<file path="src/rtl/rt_pkg.sv">
// Package rt_pkg
// Shared decision type and priority function for the rename map.
// Assumes: one update source is chosen per entry per cycle.
package rt_pkg;

    typedef enum logic [2:0] {
        UPD_HOLD,
        UPD_CLEAR,
        UPD_MAP,
        UPD_LOAD,
        UPD_FLUSH
    } rt_upd_e;

    // Pick the winning update for one entry: flush > restore > rename > retire.
    function automatic rt_upd_e rt_pick(input logic do_flush, input logic do_load,
                                        input logic do_map, input logic do_clear);
        if (do_flush) return UPD_FLUSH;
        if (do_load)  return UPD_LOAD;
        if (do_map)   return UPD_MAP;
        if (do_clear) return UPD_CLEAR;
        return UPD_HOLD;
    endfunction

endpackage

</file>
<file path="src/rtl/rt_map_store.sv">
// Module rt_map_store
// Holds the live map: one flag and one reorder-buffer index per register.
// Computes the next table from rename, retire, restore and flush requests
// and exposes both the current and the next table.
// Assumes: register IDs beyond NUM_AREGS match no entry.
module rt_map_store
    import rt_pkg::*;
#(
    parameter int NUM_AREGS = 16,
    parameter int ROB_W     = 5,
    localparam int AREG_W   = (NUM_AREGS > 1) ? $clog2(NUM_AREGS) : 1
) (
    input  logic              clk,
    input  logic              rst_n,
    input  logic              ren_we,
    input  logic [AREG_W-1:0] ren_dst,
    input  logic [ROB_W-1:0]  ren_rob_idx,
    input  logic              cmt_valid,
    input  logic [AREG_W-1:0] cmt_dst,
    input  logic [ROB_W-1:0]  cmt_rob_idx,
    input  logic              flush,
    input  logic              restore,
    input  logic              load_valid [NUM_AREGS],
    input  logic [ROB_W-1:0]  load_idx   [NUM_AREGS],
    output logic              cur_valid  [NUM_AREGS],
    output logic [ROB_W-1:0]  cur_idx    [NUM_AREGS],
    output logic              nxt_valid  [NUM_AREGS],
    output logic [ROB_W-1:0]  nxt_idx    [NUM_AREGS]
);

    logic             valid_q [NUM_AREGS];
    logic [ROB_W-1:0] idx_q   [NUM_AREGS];
    logic [NUM_AREGS-1:0] valid_vec;

    // Next-state table: decide the winning update for every entry.
    always_comb begin
        for (int r = 0; r < NUM_AREGS; r++) begin
            logic    map_hit;
            logic    clr_hit;
            rt_upd_e upd;
            map_hit = ren_we && (ren_dst == AREG_W'(r));
            clr_hit = cmt_valid && (cmt_dst == AREG_W'(r)) && valid_q[r]
                      && (idx_q[r] == cmt_rob_idx);
            upd = rt_pick(flush, restore, map_hit, clr_hit);
            nxt_valid[r] = valid_q[r];
            nxt_idx[r]   = idx_q[r];
            case (upd)
                UPD_FLUSH: nxt_valid[r] = 1'b0;
                UPD_LOAD: begin
                    nxt_valid[r] = load_valid[r];
                    nxt_idx[r]   = load_idx[r];
                end
                UPD_MAP: begin
                    nxt_valid[r] = 1'b1;
                    nxt_idx[r]   = ren_rob_idx;
                end
                UPD_CLEAR: nxt_valid[r] = 1'b0;
                default: ;
            endcase
        end
    end

    // State register with synchronous reset to an all-unmapped table.
    always_ff @(posedge clk) begin
        for (int r = 0; r < NUM_AREGS; r++) begin
            if (!rst_n) begin
                valid_q[r] <= 1'b0;
                idx_q[r]   <= '0;
            end else begin
                valid_q[r] <= nxt_valid[r];
                idx_q[r]   <= nxt_idx[r];
            end
        end
    end

    // Drive the current table outputs and a packed flag view.
    always_comb begin
        for (int r = 0; r < NUM_AREGS; r++) begin
            cur_valid[r] = valid_q[r];
            cur_idx[r]   = idx_q[r];
            valid_vec[r] = valid_q[r];
        end
    end

    // a flush leaves every flag clear.
    a_r7_flush_clears: assert property (@(posedge clk) disable iff (!rst_n)
        flush |=> (valid_vec == '0));

    // an undisturbed rename installs the new mapping.
    a_r3_rename_maps: assert property (@(posedge clk) disable iff (!rst_n)
        (ren_we && !flush && !restore) |=>
            (valid_q[$past(ren_dst)] && (idx_q[$past(ren_dst)] == $past(ren_rob_idx))));

    // retire of the matching producer clears the flag.
    a_r5_retire_match: assert property (@(posedge clk) disable iff (!rst_n)
        (cmt_valid && valid_q[cmt_dst] && (idx_q[cmt_dst] == cmt_rob_idx)
         && !(ren_we && ren_dst == cmt_dst) && !flush && !restore)
        |=> !valid_q[$past(cmt_dst)]);

    // retire of a stale producer leaves the entry alone.
    a_r5_retire_stale: assert property (@(posedge clk) disable iff (!rst_n)
        (cmt_valid && (idx_q[cmt_dst] != cmt_rob_idx)
         && !(ren_we && ren_dst == cmt_dst) && !flush && !restore)
        |=> (valid_q[$past(cmt_dst)] == $past(valid_q[cmt_dst])));

endmodule

</file>
<file path="src/rtl/rt_read_port.sv">
// Module rt_read_port
// One combinational source lookup. Returns the flag and the index, with
// the index forced to zero for an unmapped register.
// Assumes: out-of-range register IDs read as unmapped.
module rt_read_port #(
    parameter int NUM_AREGS = 16,
    parameter int ROB_W     = 5,
    localparam int AREG_W   = (NUM_AREGS > 1) ? $clog2(NUM_AREGS) : 1
) (
    input  logic [AREG_W-1:0] sel,
    input  logic              tbl_valid [NUM_AREGS],
    input  logic [ROB_W-1:0]  tbl_idx   [NUM_AREGS],
    output logic              rd_valid,
    output logic [ROB_W-1:0]  rd_idx
);

    // Select the addressed entry and mask its index when unmapped.
    always_comb begin
        rd_valid = 1'b0;
        rd_idx   = '0;
        for (int r = 0; r < NUM_AREGS; r++) begin
            if (sel == AREG_W'(r) && tbl_valid[r]) begin
                rd_valid = 1'b1;
                rd_idx   = tbl_idx[r];
            end
        end
    end

endmodule

</file>
<file path="src/rtl/rt_ckpt_store.sv">
// Module rt_ckpt_store
// Keeps NUM_SLOTS full snapshots of the map. A save writes the supplied
// table into one slot; the restore slot is read out combinationally.
// Assumes: slot IDs at or above NUM_SLOTS are ignored on save and read as
// an all-unmapped table.
module rt_ckpt_store #(
    parameter int NUM_AREGS = 16,
    parameter int ROB_W     = 5,
    parameter int NUM_SLOTS = 2,
    localparam int SLOT_W   = (NUM_SLOTS > 1) ? $clog2(NUM_SLOTS) : 1
) (
    input  logic              clk,
    input  logic              rst_n,
    input  logic              save,
    input  logic [SLOT_W-1:0] save_slot,
    input  logic [SLOT_W-1:0] rd_slot,
    input  logic              in_valid  [NUM_AREGS],
    input  logic [ROB_W-1:0]  in_idx    [NUM_AREGS],
    output logic              out_valid [NUM_AREGS],
    output logic [ROB_W-1:0]  out_idx   [NUM_AREGS]
);

    logic             snap_valid [NUM_SLOTS][NUM_AREGS];
    logic [ROB_W-1:0] snap_idx   [NUM_SLOTS][NUM_AREGS];

    for (genvar s = 0; s < NUM_SLOTS; s++) begin : g_slot
        // Snapshot register for slot s, cleared on reset.
        always_ff @(posedge clk) begin
            for (int r = 0; r < NUM_AREGS; r++) begin
                if (!rst_n) begin
                    snap_valid[s][r] <= 1'b0;
                    snap_idx[s][r]   <= '0;
                end else if (save && save_slot == SLOT_W'(s)) begin
                    snap_valid[s][r] <= in_valid[r];
                    snap_idx[s][r]   <= in_idx[r];
                end
            end
        end
    end

    // Read out the slot selected for restore.
    always_comb begin
        for (int r = 0; r < NUM_AREGS; r++) begin
            out_valid[r] = 1'b0;
            out_idx[r]   = '0;
            for (int s = 0; s < NUM_SLOTS; s++) begin
                if (rd_slot == SLOT_W'(s)) begin
                    out_valid[r] = snap_valid[s][r];
                    out_idx[r]   = snap_idx[s][r];
                end
            end
        end
    end

endmodule

</file>
<file path="src/rtl/rename_table.sv">
// Module rename_table
// Register rename map with flush and snapshot recovery. Maps each
// architectural register to the reorder-buffer slot of its newest
// in-flight producer. Priority per entry: flush, restore, rename, retire.
// Assumes: one rename and one retire per cycle; CKPT_SLOTS=0 removes the
// snapshot store and makes save and restore no-ops.
module rename_table #(
    parameter int NUM_AREGS  = 16,
    parameter int ROB_W      = 5,
    parameter int CKPT_SLOTS = 2,
    localparam int AREG_W    = (NUM_AREGS > 1) ? $clog2(NUM_AREGS) : 1,
    localparam int SLOT_W    = (CKPT_SLOTS > 1) ? $clog2(CKPT_SLOTS) : 1
) (
    input  logic              clk,
    input  logic              rst_n,
    input  logic              ren_valid,
    input  logic              ren_dst_we,
    input  logic [AREG_W-1:0] ren_src_a,
    input  logic [AREG_W-1:0] ren_src_b,
    input  logic [AREG_W-1:0] ren_dst,
    input  logic [ROB_W-1:0]  ren_rob_idx,
    output logic              src_a_valid,
    output logic [ROB_W-1:0]  src_a_idx,
    output logic              src_b_valid,
    output logic [ROB_W-1:0]  src_b_idx,
    input  logic              cmt_valid,
    input  logic [AREG_W-1:0] cmt_dst,
    input  logic [ROB_W-1:0]  cmt_rob_idx,
    input  logic              flush,
    input  logic              ckpt_save,
    input  logic [SLOT_W-1:0] ckpt_save_slot,
    input  logic              ckpt_restore,
    input  logic [SLOT_W-1:0] ckpt_restore_slot
);

    logic             ren_we;
    logic             restore_eff;
    logic             cur_valid  [NUM_AREGS];
    logic [ROB_W-1:0] cur_idx    [NUM_AREGS];
    logic             nxt_valid  [NUM_AREGS];
    logic [ROB_W-1:0] nxt_idx    [NUM_AREGS];
    logic             snap_valid [NUM_AREGS];
    logic [ROB_W-1:0] snap_idx   [NUM_AREGS];

    assign ren_we = ren_valid && ren_dst_we;

    rt_map_store #(.NUM_AREGS(NUM_AREGS), .ROB_W(ROB_W)) u_map (
        .clk         (clk),
        .rst_n       (rst_n),
        .ren_we      (ren_we),
        .ren_dst     (ren_dst),
        .ren_rob_idx (ren_rob_idx),
        .cmt_valid   (cmt_valid),
        .cmt_dst     (cmt_dst),
        .cmt_rob_idx (cmt_rob_idx),
        .flush       (flush),
        .restore     (restore_eff),
        .load_valid  (snap_valid),
        .load_idx    (snap_idx),
        .cur_valid   (cur_valid),
        .cur_idx     (cur_idx),
        .nxt_valid   (nxt_valid),
        .nxt_idx     (nxt_idx)
    );

    rt_read_port #(.NUM_AREGS(NUM_AREGS), .ROB_W(ROB_W)) u_rd_a (
        .sel       (ren_src_a),
        .tbl_valid (cur_valid),
        .tbl_idx   (cur_idx),
        .rd_valid  (src_a_valid),
        .rd_idx    (src_a_idx)
    );

    rt_read_port #(.NUM_AREGS(NUM_AREGS), .ROB_W(ROB_W)) u_rd_b (
        .sel       (ren_src_b),
        .tbl_valid (cur_valid),
        .tbl_idx   (cur_idx),
        .rd_valid  (src_b_valid),
        .rd_idx    (src_b_idx)
    );

    if (CKPT_SLOTS > 0) begin : g_ckpt
        assign restore_eff = ckpt_restore;

        rt_ckpt_store #(.NUM_AREGS(NUM_AREGS), .ROB_W(ROB_W), .NUM_SLOTS(CKPT_SLOTS)) u_ckpt (
            .clk       (clk),
            .rst_n     (rst_n),
            .save      (ckpt_save),
            .save_slot (ckpt_save_slot),
            .rd_slot   (ckpt_restore_slot),
            .in_valid  (nxt_valid),
            .in_idx    (nxt_idx),
            .out_valid (snap_valid),
            .out_idx   (snap_idx)
        );
    end else begin : g_no_ckpt
        logic unused_ckpt;
        assign restore_eff = 1'b0;
        assign unused_ckpt = ckpt_save ^ (^ckpt_save_slot) ^ ckpt_restore ^ (^ckpt_restore_slot);
        // Empty snapshot table when no slots are built.
        always_comb begin
            for (int r = 0; r < NUM_AREGS; r++) begin
                snap_valid[r] = 1'b0;
                snap_idx[r]   = '0;
            end
        end
    end

    // a restore without flush loads the selected snapshot for register 0 and the last one.
    a_r8_restore_loads: assert property (@(posedge clk) disable iff (!rst_n)
        (restore_eff && !flush) |=>
            ((cur_valid[0] == $past(snap_valid[0]))
             && (cur_valid[NUM_AREGS-1] == $past(snap_valid[NUM_AREGS-1]))
             && (!cur_valid[0] || cur_idx[0] == $past(snap_idx[0]))));

    // an unmapped source never reports a producer index.
    a_r2_unmapped_zero: assert property (@(posedge clk) disable iff (!rst_n)
        !src_a_valid |-> (src_a_idx == '0));

endmodule

</file>
<file path="config.mk">
export PLATFORM = sky130hd
export DESIGN_NAME = rename_table
export DESIGN_NICKNAME = d
export VERILOG_FILES = /design/src/rtl/rt_pkg.sv /design/src/rtl/rt_map_store.sv /design/src/rtl/rt_read_port.sv /design/src/rtl/rt_ckpt_store.sv /design/src/rtl/rename_table.sv
export SDC_FILE = /design/constraint.sdc
export NUM_CORES = 1
export LEC_CHECK = 0
export CORE_ASPECT_RATIO = 0.5
export CORE_MARGIN = 2
export CORE_UTILIZATION = 50
export DETAILED_ROUTE_END_ITERATION = 16
export DONT_BUFFER_PORTS = 1
export SETUP_SLACK_MARGIN = 0.4
export SLEW_MARGIN = 20
export SYNTH_ARGS = -nofsm -noshare
export SYNTH_HDL_FRONTEND = slang
export SYNTH_SLANG_ARGS = --single-unit
</file>
<file path="constraint.sdc">
create_clock -name clk -period 6.8 [get_ports clk]
set_input_delay 0 -clock clk [delete_from_list [all_inputs] [get_ports clk]]
set_output_delay 0 -clock clk [all_outputs]
set_load 0.05 [all_outputs]
</file>
==> results.sh <==
export IMPL_synthArstFlopShare_pct=0
export IMPL_synthCells=1534
export IMPL_crit_type="reg -> out"
export IMPL_critPathMaxFanout=6
export IMPL_synth_cell_types=65
export IMPL_setup_tns_ns=0
export IMPL_n_antenna_cell=0
export IMPL_reg2reg_to="g_ckpt.u_ckpt.snap_valid[1][6]$_DFFE_PP_"
export IMPL_synth_enable_flop_cells=191
export IMPL_via_count=12400
export IMPL_r2r_start="u_map.idx_q[1][5]$_SDFF_PN0_"
export IMPL_dieArea_um2=31600
export IMPL_gr_max_usage_layer="met2"
export IMPL_slew_violations=0
export IMPL_p_leak_nw=6.69
export IMPL_end_kind="output pin"
export IMPL_antenna_found_initial=0
export IMPL_yosys_warnings=0
export IMPL_synth_seq_cells=288
export IMPL_synth_avg_cell_area_um2=9.83
export IMPL_pre_cts_ws_ns=4.27
export IMPL_fin_skew_ns=0.0249
export IMPL_max_stage_delay_ns=0.62
export IMPL_io_buffers=0
export IMPL_yosysSeqAreaShare_pct=50.9
export IMPL_core_area_um2=29300
export IMPL_wl_um=52100
export IMPL_rsz0062_at_grt="no"
export IMPL_layout_drive_gt1_share_pct=5.62
export IMPL_crit_family="compound AO/OA/AOI/OAI gates"
export IMPL_drtPass1Iterations=7
export IMPL_crit_arrival_ns=3.18
export IMPL_die_w_um=250
export IMPL_p_total_mw=3.86
export IMPL_drtIter0Drc=1424
export IMPL_cts_buffers_inserted=26
export IMPL_path_cells="nand2b_1 > nor4b_2 > a211o_1 > a21oi_1 > a2111oi_0 > o21ai_1"
export IMPL_cpMaxStageDelayCell="a2111oi_0"
export IMPL_crit_buf_inv=0
export IMPL_start_util_pct=51.4
export IMPL_cp_num_cells=6
export IMPL_viasPerCell=6.52
export IMPL_gr_usage_met1_pct=47.4
export IMPL_max_slew_margin_pct=22.4
export IMPL_ys_flop_type="edfxtp_1"
export IMPL_drtAntennaViolNets=0
export IMPL_cts_root_buf="clkbuf_16"
export IMPL_clock_latency_ns=0.57
export IMPL_netlist_area_um2=15100
export IMPL_drcViolationCount=0
export IMPL_cts_tree="built"
export IMPL_grt_max_degree=98
export IMPL_hold_depth=5
export IMPL_crit_required_ns=6.80
export IMPL_min_to="u_map.valid_q[1][0]$_DFF_P_"
export IMPL_met3_usage_pct=6.46
export IMPL_final_hold_viol_count=0
export IMPL_grt_pass1_vias=11600
export IMPL_overflow=0
export IMPL_max_slew_worst_pin_slew_ns=1.16
export IMPL_fill_cells=2607
export IMPL_dpl_cell_area_um2=15200
export IMPL_fmax_ghz=0.314
export IMPL_cap_violations=0
export IMPL_min_from="cmt_rob_idx[0]"
export IMPL_fin_crit_sh_pct=46.8
export IMPL_path_clk_slew_ns=0.07
export IMPL_r2r_slack_ns=4.50
export IMPL_synth_area_leader_cell="edfxtp_1"
export IMPL_status="finished clean"
export IMPL_period_minus_slack_ns=3.18
export IMPL_cts_sinks=288
export IMPL_rows=44
export IMPL_worst_ir_drop_vdd_mv=0.209
export IMPL_finish_instance_area_um2=16300
export IMPL_reg2reg_depth=7
export IMPL_htreeDepth=1
export IMPL_hold_class="in -> reg"
export IMPL_finalSetupViolations=0
export IMPL_die_height_um=127
export IMPL_gp_congestion=0.977
export IMPL_powerDensity_nw_per_um2=236
export IMPL_grt_pass1_wl_um=76400
export IMPL_synth_net_count=1570
export IMPL_hpwlAfterDp_um=33600
export IMPL_layout_setup_ws_ns=3.62
export IMPL_nets=1528
export IMPL_start_kind="flop"
export IMPL_met2_usage_pct=48.9
export IMPL_wl_per_cell_um=27.4
export IMPL_ios=48
export IMPL_postCtsSetupBuffers=0
export IMPL_yosys_area_top_type_share_pct=38.0
export IMPL_clk_path_buf_depth=3
export IMPL_grt_usage_pct=32.5
export IMPL_syn2layout_area_growth_pct=8.31
export IMPL_synth_area_top_cells="edfxtp_1 (38%), dfxtp_1 (13%), nor2_1 (8.2%)"
## registers in the layout, indices dropped and copies added (netlist names)
register	cells
g_ckpt.u_ckpt.snap_valid	32
g_ckpt.u_ckpt.snap_idx	160
u_map.idx_q	80
u_map.valid_q	16
## cell families (layout without fill, tap and decap cells)
group	after synthesis	in the layout	share of synthesized area (%)
XOR/XNOR	80	80	4.65
AND/OR/NAND/NOR	619	619	18.8
buffers and inverters	199	177	5.43
flip-flops	288	288	50.9
multiplexers	106	106	7.14
AO/OA/AOI/OAI	242	242	13.1
## layout by cell type, fill, tap and decap left out, types with 19 or more instances in the layout
cell / Yosys / layout
edfxtp_1: 191 / 191
inv_1: 97 / 97
xnor2_1: 44 / 44
o221ai_1: 20 / 20
nand2_1: 97 / 94
clkbuf_16: 0 / 26
nand3_1: 35 / 35
xor2_1: 36 / 36
a221o_1: 77 / 77
nor2b_1: 25 / 25
a21oi_1: 31 / 31
dlygate4sd3_1: 0 / 19
dfxtp_1: 97 / 97
mux2i_1: 97 / 97
nor2_1: 328 / 327
## metal layers
layer  vias up  routed length [um]
li1       5447                   -
met3       124                5280
met2       719               22100
met1      6126               23000
met5         -                   0
met4         0                1750
## synthesized netlist by cell type, drive strengths merged, types with 12 or more instances
cell,count
nor2,328
edfxtp,191
dfxtp,97
inv,97
mux2i,97
nand2,97
a221o,77
buf,51
clkbuf,51
xnor2,44
xor2,36
nand3,35
a21oi,31
nor2b,25
o221ai,20
nor3,19
and3,17
nor4,17
nand4,16
o21bai,16
o22ai,16
nand3b,14
o21ai,13
a22oi,12
## where the power goes
group          internal, mW  total (mW)  switching (mW)
registers              1.95        2.02          0.0684
clock network         0.786        1.46           0.677
logic                 0.129       0.376           0.247
## cell type report
| type | instances | area [um^2] | share of cell area [%] |
|---|---|---|---|
| sequential | 288 | 7680 | 47.0 |
| multi-input combinational | 1047 | 6630 | 40.6 |
| clock buffer | 39 | 769 | 4.71 |
| tap | 391 | 489 | 3.00 |
| inverter | 97 | 364 | 2.23 |
| timing repair buffer | 32 | 335 | 2.05 |
| clock inverter | 9 | 61.3 | 0.375 |
## through the flow
| step | utilization, % | std cells | hold WS (ns) |
|---|---|---|---|
| 2_1_floorplan | - | 1534 | 0.341 |
| 3_3_place_gp | 51.9 | 1833 | 0.155 |
| 3_5_place_dp | 51.9 | 1833 | 0.162 |
| 4_1_cts | 55.6 | 1902 | 0.00159 |
| 5_1_grt | 55.7 | 1903 | 0.0382 |
| 6_report | 55.7 | 1903 | 0.0166 |
## worst register-to-register path: cells and delay by family (launching register included)
family	cells	cell delay, ns
flip-flops	1	0.45
AND/OR/NAND/NOR	3	0.36
XOR/XNOR	1	0.15
AO/OA/AOI/OAI	2	0.42
buffers and inverters	1	0.63
## how the worst max path moves through the flow
stage,startpoint,endpoint,slack (ns)
final,u_map.valid_q[0][4]$_DFF_P_,src_b_idx[3],3.62
after global routing,u_map.valid_q[0][4]$_DFF_P_,src_b_idx[3],3.47
after CTS,u_map.valid_q[0][4]$_DFF_P_,src_b_idx[3],3.64
after detailed placement,u_map.valid_q[0][4]$_DFF_P_,src_b_idx[3],4.27
after global placement,u_map.valid_q[0][4]$_DFF_P_,src_b_idx[3],4.36
after floorplan,ckpt_save_slot,g_ckpt.u_ckpt.snap_idx[0][0]$_SDFFCE_PN0P_,3.42
## what timing repair did
action                    CTS  global route
hold endpoints to repair  288             0
hold buffers               21             0
gates resized for setup     0             0
Power figures use the tool's default switching activity.
